## src/rtl/scan_fe_pkg.sv

```systemverilog
package scan_fe_pkg;

    localparam int APB_DW         = 32;
    localparam int BYTES_PER_WORD = APB_DW / 8;

    // status word field positions (software decodes these)
    localparam int STAT_ACT_BIT  = 31;
    localparam int STAT_CMD_LSB  = 28;
    localparam int STAT_RSP_LSB  = 24;
    localparam int STAT_CNT_W    = 3;
    localparam int STAT_TRST_BIT = 1;

    // chain-select register: JTAG chain position
    localparam int EN_JTAG_BIT = 7;

    typedef struct packed {
        logic       stat;
        logic       chains;
        logic       fifo;
        logic [2:0] nbytes;
    } sfe_sel_t;

endpackage

```

## src/rtl/sfe_byte_fifo.sv

```systemverilog
// Byte queue that accepts up to PUSH_B bytes and releases up to POP_B bytes
// per cycle. DEPTH must be a power of two and at least max(PUSH_B, POP_B).
// The caller guarantees room for pushes and data for pops.
module sfe_byte_fifo #(
    parameter int DEPTH  = 4,
    parameter int PUSH_B = 4,
    parameter int POP_B  = 1,
    localparam int AW  = $clog2(DEPTH),
    localparam int CW  = $clog2(DEPTH + 1),
    localparam int PNW = $clog2(PUSH_B + 1),
    localparam int QNW = $clog2(POP_B + 1)
) (
    input  logic                clk,
    input  logic                rst_n,
    input  logic                push_en,
    input  logic [PNW-1:0]      push_n,
    input  logic [PUSH_B*8-1:0] push_data,
    input  logic                pop_en,
    input  logic [QNW-1:0]      pop_n,
    output logic [POP_B*8-1:0]  peek,
    output logic [CW-1:0]       count
);

    typedef struct packed {
        logic [DEPTH-1:0][7:0] mem;
        logic [AW-1:0]         rd_ptr;
        logic [CW-1:0]         cnt;
    } fifo_st_t;

    fifo_st_t st_d, st_q;

    always_comb begin
        st_d = st_q;
        if (push_en) begin
            for (int k = 0; k < PUSH_B; k++) begin
                if (k < int'(push_n)) begin
                    st_d.mem[st_q.rd_ptr + AW'(st_q.cnt) + AW'(k)] = push_data[8*k +: 8];
                end
            end
        end
        if (pop_en) begin
            st_d.rd_ptr = st_q.rd_ptr + AW'(pop_n);
        end
        st_d.cnt = st_q.cnt
                 + (push_en ? CW'(push_n) : '0)
                 - (pop_en  ? CW'(pop_n)  : '0);
    end

    always_ff @(posedge clk or negedge rst_n) begin
        if (!rst_n) begin
            st_q <= '0;
        end else begin
            st_q <= st_d;
        end
    end

    for (genvar g = 0; g < POP_B; g++) begin : g_peek
        assign peek[8*g +: 8] = st_q.mem[st_q.rd_ptr + AW'(g)];
    end

    assign count = st_q.cnt;

endmodule

```

## src/rtl/sfe_addr_decode.sv

```systemverilog
// Maps an APB byte address onto the register windows.
module sfe_addr_decode
    import scan_fe_pkg::*;
#(
    parameter int ADDR_W = 8
) (
    input  logic [ADDR_W-1:0] addr,
    output sfe_sel_t          sel
);

    logic in_map;

    always_comb begin
        in_map     = (addr[ADDR_W-1:5] == '0) && (addr[1:0] == 2'b00);
        sel.stat   = in_map && (addr[4:2] == 3'd0);
        sel.chains = in_map && (addr[4:2] == 3'd1);
        sel.fifo   = in_map && addr[4];
        sel.nbytes = 3'(addr[3:2]) + 3'd1;
    end

endmodule

```

## src/rtl/scan_fe.sv

```systemverilog
module scan_fe
    import scan_fe_pkg::*;
#(
    parameter int ADDR_W = 8,
    parameter int DEPTH  = 4,
    parameter int NUM_IO = 4,
    localparam int CW  = $clog2(DEPTH + 1),
    localparam int NBW = $clog2(BYTES_PER_WORD + 1)
) (
    input  logic              clk,
    input  logic              rst_n,
    input  logic              psel,
    input  logic              penable,
    input  logic              pwrite,
    input  logic [ADDR_W-1:0] paddr,
    input  logic [APB_DW-1:0] pwdata,
    output logic [APB_DW-1:0] prdata,
    output logic              pready,
    output logic              pslverr,
    input  logic              eng_active,
    output logic              cmd_valid,
    input  logic              cmd_ready,
    output logic [7:0]        cmd_data,
    input  logic              rsp_valid,
    input  logic [7:0]        rsp_data,
    output logic              rsp_ovf,
    output logic [NUM_IO-1:0] io_chain_en,
    output logic              jtag_chain_en,
    output logic              test_rst_n
);

    typedef struct packed {
        logic              trst;
        logic [NUM_IO-1:0] io_en;
        logic              jtag_en;
        logic              ovf;
    } ctl_st_t;

    ctl_st_t st_d, st_q;

    sfe_sel_t                 sel;
    logic [CW-1:0]            cmd_cnt;
    logic [CW-1:0]            rsp_cnt;
    logic [7:0]               cmd_peek;
    logic [APB_DW-1:0]        rsp_peek;
    logic                     acc;
    logic                     wr_room;
    logic                     rd_have;
    logic                     busy;
    logic [NUM_IO:0]          chain_req;
    logic                     en_reject;
    logic                     cmd_push;
    logic                     cmd_pop;
    logic                     rsp_push;
    logic                     rsp_pop;
    logic [APB_DW-1:0]        stat_word;
    logic [APB_DW-1:0]        en_word;
    logic [APB_DW-1:0]        fifo_word;

    sfe_addr_decode #(.ADDR_W(ADDR_W)) u_dec (
        .addr (paddr),
        .sel  (sel)
    );

    sfe_byte_fifo #(
        .DEPTH  (DEPTH),
        .PUSH_B (BYTES_PER_WORD),
        .POP_B  (1)
    ) u_cmd_q (
        .clk       (clk),
        .rst_n     (rst_n),
        .push_en   (cmd_push),
        .push_n    (NBW'(sel.nbytes)),
        .push_data (pwdata),
        .pop_en    (cmd_pop),
        .pop_n     (1'b1),
        .peek      (cmd_peek),
        .count     (cmd_cnt)
    );

    sfe_byte_fifo #(
        .DEPTH  (DEPTH),
        .PUSH_B (1),
        .POP_B  (BYTES_PER_WORD)
    ) u_rsp_q (
        .clk       (clk),
        .rst_n     (rst_n),
        .push_en   (rsp_push),
        .push_n    (1'b1),
        .push_data (rsp_data),
        .pop_en    (rsp_pop),
        .pop_n     (NBW'(sel.nbytes)),
        .peek      (rsp_peek),
        .count     (rsp_cnt)
    );

    // transfer qualification and next-state
    always_comb begin
        st_d = st_q;

        acc       = psel && penable;
        wr_room   = (DEPTH - int'(cmd_cnt)) >= int'(sel.nbytes);
        rd_have   = int'(rsp_cnt) >= int'(sel.nbytes);
        busy      = eng_active || (cmd_cnt != '0);
        chain_req = {pwdata[EN_JTAG_BIT], pwdata[NUM_IO-1:0]};
        en_reject = sel.chains && (busy || !$onehot0(chain_req));

        cmd_push = acc && pwrite && sel.fifo && wr_room;
        rsp_pop  = acc && !pwrite && sel.fifo && rd_have;
        cmd_pop  = cmd_valid && cmd_ready;
        rsp_push = rsp_valid && (int'(rsp_cnt) < DEPTH);

        if (acc && pwrite && sel.stat) begin
            st_d.trst = pwdata[STAT_TRST_BIT];
        end
        if (acc && pwrite && sel.chains && !en_reject) begin
            st_d.io_en   = pwdata[NUM_IO-1:0];
            st_d.jtag_en = pwdata[EN_JTAG_BIT];
        end
        if (rsp_valid && !rsp_push) begin
            st_d.ovf = 1'b1;
        end

        pready  = acc && (!sel.fifo || (pwrite ? wr_room : rd_have));
        pslverr = acc && pwrite && en_reject;
    end

    // read data assembly
    always_comb begin
        stat_word                               = '0;
        stat_word[STAT_ACT_BIT]                 = eng_active;
        stat_word[STAT_CMD_LSB +: STAT_CNT_W]   = STAT_CNT_W'(cmd_cnt);
        stat_word[STAT_RSP_LSB +: STAT_CNT_W]   = STAT_CNT_W'(rsp_cnt);
        stat_word[STAT_TRST_BIT]                = st_q.trst;

        en_word              = '0;
        en_word[NUM_IO-1:0]  = st_q.io_en;
        en_word[EN_JTAG_BIT] = st_q.jtag_en;

        fifo_word = '0;
        for (int k = 0; k < BYTES_PER_WORD; k++) begin
            if (k < int'(sel.nbytes)) begin
                fifo_word[8*k +: 8] = rsp_peek[8*k +: 8];
            end
        end

        if (sel.stat) begin
            prdata = stat_word;
        end else if (sel.chains) begin
            prdata = en_word;
        end else if (sel.fifo) begin
            prdata = fifo_word;
        end else begin
            prdata = '0;
        end
    end

    always_ff @(posedge clk or negedge rst_n) begin
        if (!rst_n) begin
            st_q <= '0;
        end else begin
            st_q <= st_d;
        end
    end

    assign cmd_valid     = (cmd_cnt != '0);
    assign cmd_data      = cmd_peek;
    assign rsp_ovf       = st_q.ovf;
    assign io_chain_en   = st_q.io_en;
    assign jtag_chain_en = st_q.jtag_en;
    assign test_rst_n    = ~(st_q.trst && st_q.jtag_en);

endmodule

```

## config.mk

```make
export PLATFORM = sky130hd
export DESIGN_NAME = scan_fe
export DESIGN_NICKNAME = d
export VERILOG_FILES = /design/src/rtl/scan_fe_pkg.sv /design/src/rtl/sfe_byte_fifo.sv /design/src/rtl/sfe_addr_decode.sv /design/src/rtl/scan_fe.sv
export SDC_FILE = /design/constraint.sdc
export NUM_CORES = 1
export LEC_CHECK = 0
export ABC_AREA = 0
export BUFFER_PORTS_ARGS = -buffer_cell sky130_fd_sc_hd__buf_2
export CORE_UTILIZATION = 35
export DETAILED_ROUTE_END_ITERATION = 10
export PLACE_DENSITY_LB_ADDON = 0.2
export REMOVE_ABC_BUFFERS = 1
export SLEW_MARGIN = 20
export SYNTH_ARGS = -nofsm -noshare
export SYNTH_HDL_FRONTEND = slang
export SYNTH_SLANG_ARGS = --single-unit
```

## constraint.sdc

```tcl
create_clock -name clk -period 7.9 [get_ports clk]
set_clock_uncertainty 0.15 [all_clocks]
set_input_delay 2.37 -clock clk [delete_from_list [all_inputs] [get_ports clk]]
set_output_delay 2.37 -clock clk [all_outputs]
set_load 0.01 [all_outputs]
```

==> results of run 1 <==
==> layout by cell type (no fill, tap or decap), types with 2 or more instances in the layout <==
cell type                   synthesis  layout
sky130_fd_sc_hd__a211oi_1          28      28
sky130_fd_sc_hd__a21o_1             3       3
sky130_fd_sc_hd__a21oi_1           56      56
sky130_fd_sc_hd__a221o_1           16      16
sky130_fd_sc_hd__a2bb2oi_1          4       4
sky130_fd_sc_hd__buf_2              7     104
sky130_fd_sc_hd__buf_4              5      11
sky130_fd_sc_hd__bufinv_16          0       2
sky130_fd_sc_hd__clkbuf_16          0       9
sky130_fd_sc_hd__clkinv_2           0       2
sky130_fd_sc_hd__clkinv_4           0       2
sky130_fd_sc_hd__dfrtp_1           81      79
sky130_fd_sc_hd__dfrtp_2            0       2
sky130_fd_sc_hd__fa_1               3       3
sky130_fd_sc_hd__ha_1              21      21
sky130_fd_sc_hd__inv_1             23      23
sky130_fd_sc_hd__mux2_2            51      51
sky130_fd_sc_hd__mux2i_1           14      14
sky130_fd_sc_hd__mux4_2            16      16
sky130_fd_sc_hd__nand2_1           54      54
sky130_fd_sc_hd__nand2b_1           4       4
sky130_fd_sc_hd__nand3_1           35      35
sky130_fd_sc_hd__nor2_1            74      74
sky130_fd_sc_hd__nor2b_1           13      13
sky130_fd_sc_hd__nor3_1             4       3
sky130_fd_sc_hd__nor3_2             1       2
sky130_fd_sc_hd__nor4b_2            1       2
sky130_fd_sc_hd__o21ai_0           44      44
sky130_fd_sc_hd__o21ai_1           13      13
sky130_fd_sc_hd__o22ai_1           16      16
sky130_fd_sc_hd__o31ai_1           16      16
sky130_fd_sc_hd__or2_2              3       3
sky130_fd_sc_hd__or4_1              2       2
sky130_fd_sc_hd__xnor2_1           10      10
sky130_fd_sc_hd__xor2_1             3       3
==> Yosys cell counts, types with 7 or more instances <==
cell type	count	area share (%)
sky130_fd_sc_hd__dfrtp_1	81	33
sky130_fd_sc_hd__nor2_1	74	4.6
sky130_fd_sc_hd__a21oi_1	56	4.6
sky130_fd_sc_hd__nand2_1	54	3.3
sky130_fd_sc_hd__mux2_2	51	9.5
sky130_fd_sc_hd__o21ai_0	44	3.6
sky130_fd_sc_hd__nand3_1	35	2.9
sky130_fd_sc_hd__clkbuf_1	29	1.8
sky130_fd_sc_hd__a211oi_1	28	3.5
sky130_fd_sc_hd__inv_1	23	1.4
sky130_fd_sc_hd__ha_1	21	4.3
sky130_fd_sc_hd__a221o_1	16	2.6
sky130_fd_sc_hd__mux4_2	16	5.9
sky130_fd_sc_hd__o22ai_1	16	1.6
sky130_fd_sc_hd__o31ai_1	16	2.0
sky130_fd_sc_hd__mux2i_1	14	2.3
sky130_fd_sc_hd__nor2b_1	13	1.3
sky130_fd_sc_hd__o21ai_1	13	1.1
sky130_fd_sc_hd__xnor2_1	10	1.4
sky130_fd_sc_hd__buf_2	7	0.58
==> power by group <==
group / leakage [nW] / switching [mW] / internal (mW)
sequential: 1.04 / 0.144 / 0.535
clock: 0.155 / 0.180 / 0.277
combinational: 1.86 / 1.07 / 0.651
==> cell type report <==
cell class | count | area, sq um | share of cell area [%]
clock buffer | 9 | 225.2 | 3.173
clock inverter | 7 | 95.09 | 1.340
inverter | 23 | 86.33 | 1.216
multi-input combinational | 524 | 3772 | 53.15
sequential | 81 | 2029 | 28.59
tap | 220 | 275.3 | 3.878
timing repair buffer | 116 | 614.3 | 8.655
==> critical path, stage by stage <==
cell	delay, ns
sky130_fd_sc_hd__buf_2	0.10
sky130_fd_sc_hd__or4_4	0.54
sky130_fd_sc_hd__or3b_1	0.51
sky130_fd_sc_hd__or3_1	0.58
sky130_fd_sc_hd__a211oi_1	0.30
sky130_fd_sc_hd__buf_2	0.19
==> metal layers <==
metal	GRT usage [%]	vias to the layer above	wire [um]
met2	34.55	218	9079
met4	11.24	0	548
met1	31.15	2771	8899
met5	0	-	0
li1	-	2638	-
met3	2.892	35	1088
==> registers in the layout, summed over array words and instances (netlist names) <==
name	flops
u_cmd_q.count	3
u_rsp_q.count	3
io_chain_en	4
st_q	1
u_rsp_q.st_q	34
jtag_chain_en	1
rsp_ovf	1
u_cmd_q.st_q	34
==> through the flow <==
step / utilization [%] / area (sq um) / hold slack [ns] / setup WS [ns]
after floorplan: - / 5868 / 0.3090 / 0.8876
after global placement: 40.35 / 6763 / 0.2863 / 0.8652
after detailed placement: 40.35 / 6763 / 0.2965 / 0.8091
after CTS: 42.26 / 7083 / 0.3173 / 0.7959
after global routing: 42.35 / 7098 / 0.3439 / 0.7124
final: 42.35 / 7098 / 0.3097 / 0.7801
==> final timing paths <==
check / startpoint / to / slack (ns) / cells past startpoint
hold / removal: rsp_ovf$_DFFE_PN0P_ / rsp_ovf$_DFFE_PN0P_ / 0.31 / 1
max in group asynchronous: rst_n / u_rsp_q.st_q[4]$_DFFE_PN0N_ / 5.01 / 2
min in group asynchronous: rst_n / rsp_ovf$_DFFE_PN0P_ / 1.67 / 1
setup / recovery: paddr[6] / prdata[17] / 0.78 / 6
setup reg to reg: u_cmd_q.count[0]$_DFF_PN0_ / u_cmd_q.count[2]$_DFF_PN0_ / 3.56 / 14
hold reg to reg: rsp_ovf$_DFFE_PN0P_ / rsp_ovf$_DFFE_PN0P_ / 0.31 / 1
==> kinds of logic (layout without fill, tap and decap cells) <==
| logic type | count (synthesis) | after routing | share of synthesized area, % |
|---|---|---|---|
| buf+inv | 69 | 155 | 4.722 |
| xor+xnor | 15 | 15 | 2.639 |
| fa+ha+maj | 25 | 25 | 5.485 |
| compound gates | 201 | 201 | 20.76 |
| mux | 81 | 81 | 17.71 |
| simple gates | 202 | 202 | 15.28 |
| flops | 81 | 81 | 33.40 |
==> results.cfg, run 1 <==
[critical_path]
cp_data_required_time_ns = 5.38
crit_type = in2out
critPathArrivalTime_ns = 4.60
startpoint_type = input port
critPathMaxFanout = 10
endpoint_kind = output port

[sta]
achievable-frequency_ghz = 0.1405
rsz_0062_raised_after_global_routing = no
final.period_utilization_pct = 90.13
worst-slew-pin-transition_ns = 1.114
finalHoldViolCount = 0
finalSetupTns_ns = 0
max-slew-margin-rel_pct = 25.18
period_needed_ns = 7.120
maxSlewViolCount = 0
timing.final.setup_violations = 0

[synth]
postSynthAreaPerCell_sq_um = 9.003
synth_edf_count = 0
synthesis.area_sq_um = 6068
ys_seq_elements = 81
synthFlopType = sky130_fd_sc_hd__dfrtp_1
synthArstFlopShare_pct = 100.0
synth_cell_type_count = 49
ys_seq_area_share_pct = 33.40
netlist_instances = 674
ys_warns = 0

[cts]
cts_buffer_depth = 2
numClockSinks = 81
ctsResizeCount = 0
postCtsSetupRepairBufs = 0
worstSkewPairLatency_ns = 0.35
tritoncts_buffers = 9
cts_tree = yes
cts-htree-levels = 3
path_clk_slew_ns = 0.06
count_of_hold_buffers_inserted_by_post_cts_repair = 0
clock_root_cell = sky130_fd_sc_hd__clkbuf_16

[finish]
number_of_inserted_filler_cells_in_the_final_layout = 1669
antenna_cells_inserted = 0
final_cells = 980
area_growth_syn_to_layout_pct = 16.97
final_net_count = 835
post_route_cells_drive_above_1_share_pct = 28.03

[global_route]
maximum_number_of_pins_on_one_net_before_global_route_repair = 77
grt_antenna_before_repair = 0
global_route.usage.total_pct = 22.50
grt_pass1_vias = 5568
grt.overflow.total = 0
grt_first_pass_wirelength_um = 30580

[die]
die_area_sq_um = 17870
core_region_area_sq_um = 16760
ios = 106
initial_utilization_pct = 36.21
floorplan.die.width_um = 133.7
rows = 47
die_height_um = 133.7

[min_path]
hold_path_class = reg2reg

[job]
maxCapViolCount = 0

[detailed_routing]
routed_wirelength_um = 19620
routed-via-count = 5662
routed_vias_inst = 5.778
post_drt_wl_per_cell_um = 20.02
drt-initial-drc-count = 512
detail-route-antenna-nets = 0
drc = 0
firstDrtPassIters = 5

[placement]
dp_cells = 964
detailedPlacementHpwl_um = 13550
io_buffers = 105
gpl.final_weighted_congestion = 0.9063

[power]
vdd.ir_drop.worst_mv = 0.2940
leakage_power_of_the_design_nw = 3.056
power.density_cell_area_nw_per_um2 = 403.2
design_power_total_mw = 2.862

[outcome]
outcome = finished, final reports clean
No activity file was read; power rests on OpenSTA's default activity.
==> run 2, diff against run 1 <==
--- a/config.mk
+++ b/config.mk
@@ -7,6 +7,8 @@
 export LEC_CHECK = 0
 export ABC_AREA = 0
 export BUFFER_PORTS_ARGS = -buffer_cell sky130_fd_sc_hd__buf_2
+export CELL_PAD_IN_SITES_DETAIL_PLACEMENT = 0
+export CELL_PAD_IN_SITES_GLOBAL_PLACEMENT = 2
 export CORE_UTILIZATION = 35
 export DETAILED_ROUTE_END_ITERATION = 10
 export PLACE_DENSITY_LB_ADDON = 0.2
==> run 2 against run 1 <==
Effect of this change: maximum frequency rose by 0.83%; via count decreased by 0.53%; utilization barely moved; critical endpoint is now prdata[23]; largest cell class unchanged; largest power group unchanged.
==> results.cfg, run 2 (synthesized netlist as in run 1, its figures left out) <==
[finish]
final_cells = 981
number_of_inserted_filler_cells_in_the_final_layout = 1714
most-common-layout-cells = 104 x sky130_fd_sc_hd__buf_2, 80 x sky130_fd_sc_hd__dfrtp_1, 74 x sky130_fd_sc_hd__nor2_1
mostFrequentLayoutCell = sky130_fd_sc_hd__buf_2
antenna_cells_inserted = 0
multi_input_comb_area_sq_um = 3776
final-seq-area_sq_um = 2028
post_route_cells_drive_above_1_share_pct = 28.12
final_net_count = 836
design_area_sq_um = 7091
area_growth_syn_to_layout_pct = 16.85

[sta]
maxSlewViolCount = 0
worst-slew-pin-transition_ns = 1.178
finalSetupTns_ns = 0
max-slew-margin-rel_pct = 19.19
setup_slack_ns = 0.8385
final.period_utilization_pct = 89.39
rsz_0062_raised_after_global_routing = no
finalHoldViolCount = 0
achievable-frequency_ghz = 0.1416
hold_ws_ns = 0.3065
timing.final.setup_violations = 0
period_needed_ns = 7.061

[detailed_routing]
firstDrtPassIters = 5
routed-via-count = 5632
routed_wirelength_um = 20320
routed_vias_inst = 5.741
post_drt_wl_per_cell_um = 20.71
drt-initial-drc-count = 359
drc = 0
detail-route-antenna-nets = 0

[placement]
io_buffers = 105
detailedPlacementHpwl_um = 14130
dp_slack_ns = 0.8668
gpl.final_weighted_congestion = 0.8115
placed_cell_area_sq_um = 6766
dp_cells = 964

[cts]
numClockSinks = 81
postCtsSetupRepairBufs = 0
worstSkewPairLatency_ns = 0.35
path_clk_slew_ns = 0.07
count_of_hold_buffers_inserted_by_post_cts_repair = 0
ctsResizeCount = 0
clock_root_cell = sky130_fd_sc_hd__clkbuf_16
cts_tree = yes
cts-htree-levels = 3
cts_buffer_depth = 2
tritoncts_buffers = 9

[critical_path]
critPathLaunch = paddr[6]
critPathArrivalTime_ns = 4.54
endpoint_kind = output port
worst_path_max_delay_cell = sky130_fd_sc_hd__or3_1
timing.reg2reg.setup_slack_ns = 3.85
timing.critical_path.to = prdata[23]
crit_path_frequent_cell = sky130_fd_sc_hd__buf_2
startpoint_type = input port
reg2reg_depth = 14
critPathMaxFanout = 10
critical_path.cell_chain = buf_2 > or4_4 > or3b_1 > or3_1 > a211oi_1 > buf_2
worst_reg2reg_startpoint = u_cmd_q.count[0]$_DFF_PN0_
timing.rr.end = u_cmd_q.count[2]$_DFF_PN0_
crit_type = in2out
timing.critical_path.slowest_cell_delay_ns = 0.57
cp_data_required_time_ns = 5.38

[job]
maxCapViolCount = 0

[power]
leakage_power_of_the_design_nw = 3.050
vdd.ir_drop.worst_mv = 0.4083
power.density_cell_area_nw_per_um2 = 403.8

[die]
core_region_area_sq_um = 16760
rows = 47
die_area_sq_um = 17870
floorplan.die.width_um = 133.7
ios = 106
die_height_um = 133.7
initial_utilization_pct = 36.21

[global_route]
grt_pass1_vias = 5524
maximum_number_of_pins_on_one_net_before_global_route_repair = 68
grt.overflow.total = 0
grt_first_pass_wirelength_um = 31890
grt_antenna_before_repair = 0
global_route.usage.total_pct = 23.70

[min_path]
whs_path_depth = 1
hold_path_class = reg2reg

[outcome]
outcome = finished, final reports clean
-- run 2: cell types whose count changed in the layout (fill, tap and decap cells not counted), moves of 2 or more --
cell / previous run / this run
sky130_fd_sc_hd__inv_8: 0 / 4
sky130_fd_sc_hd__clkinv_2: 2 / 0
sky130_fd_sc_hd__clkinv_4: 2 / 0
sky130_fd_sc_hd__bufinv_16: 2 / 0
-- run 2: metrics by stage --
stage,utilization [%],total power [mW]
2_1_floorplan,-,1.797
3_3_place_gp,40.37,2.376
5_1_grt,42.31,3.070
6_report,42.31,2.863
4_1_cts,42.13,2.836
3_5_place_dp,40.37,2.399
-- run 2: power by group --
group / internal, mW / switching (mW) / leakage, nW
clock network: 0.223 / 0.204 / 0.140
registers: 0.534 / 0.144 / 1.04
logic: 0.650 / 1.11 / 1.87
total: 1.41 / 1.46 / 3.05
-- run 2: worst max-delay path, delay by kind of cell --
family	cells	cell delay [ns]
buf+inv	2	0.28
compound gates	1	0.25
simple gates	3	1.63
-- run 2: metal layers --
layer | part of all wire [%] | routed length [um] | GRT usage (%) | up-vias
met4 | 2.4 | 484 | 10.23 | 0
met1 | 46 | 9300 | 34.14 | 2720
met3 | 6.1 | 1243 | 3.729 | 37
met2 | 46 | 9291 | 35.01 | 222
met5 | 0 | 0 | 0 | -
li1 | - | - | - | 2653
-- run 2: worst min path at each step --
stage                                      start                      endpoint  slack [ns]
finish                       rsp_ovf$_DFFE_PN0P_           rsp_ovf$_DFFE_PN0P_        0.31
floorplan           u_cmd_q.st_q[29]$_DFFE_PN0N_  u_cmd_q.st_q[29]$_DFFE_PN0N_        0.31
CTS                          rsp_ovf$_DFFE_PN0P_           rsp_ovf$_DFFE_PN0P_        0.31
detailed placement           rsp_ovf$_DFFE_PN0P_           rsp_ovf$_DFFE_PN0P_        0.30
global placement             rsp_ovf$_DFFE_PN0P_           rsp_ovf$_DFFE_PN0P_        0.30
global route                 rsp_ovf$_DFFE_PN0P_           rsp_ovf$_DFFE_PN0P_        0.32
-- run 2: final cells by class --
class	count	share of cell area (%)
multi-input combinational	524	53.26
clock inverter	7	0.9705
tap	220	3.882
clock buffer	9	3.176
inverter	23	1.218
sequential	81	28.60
timing repair buffer	117	8.894
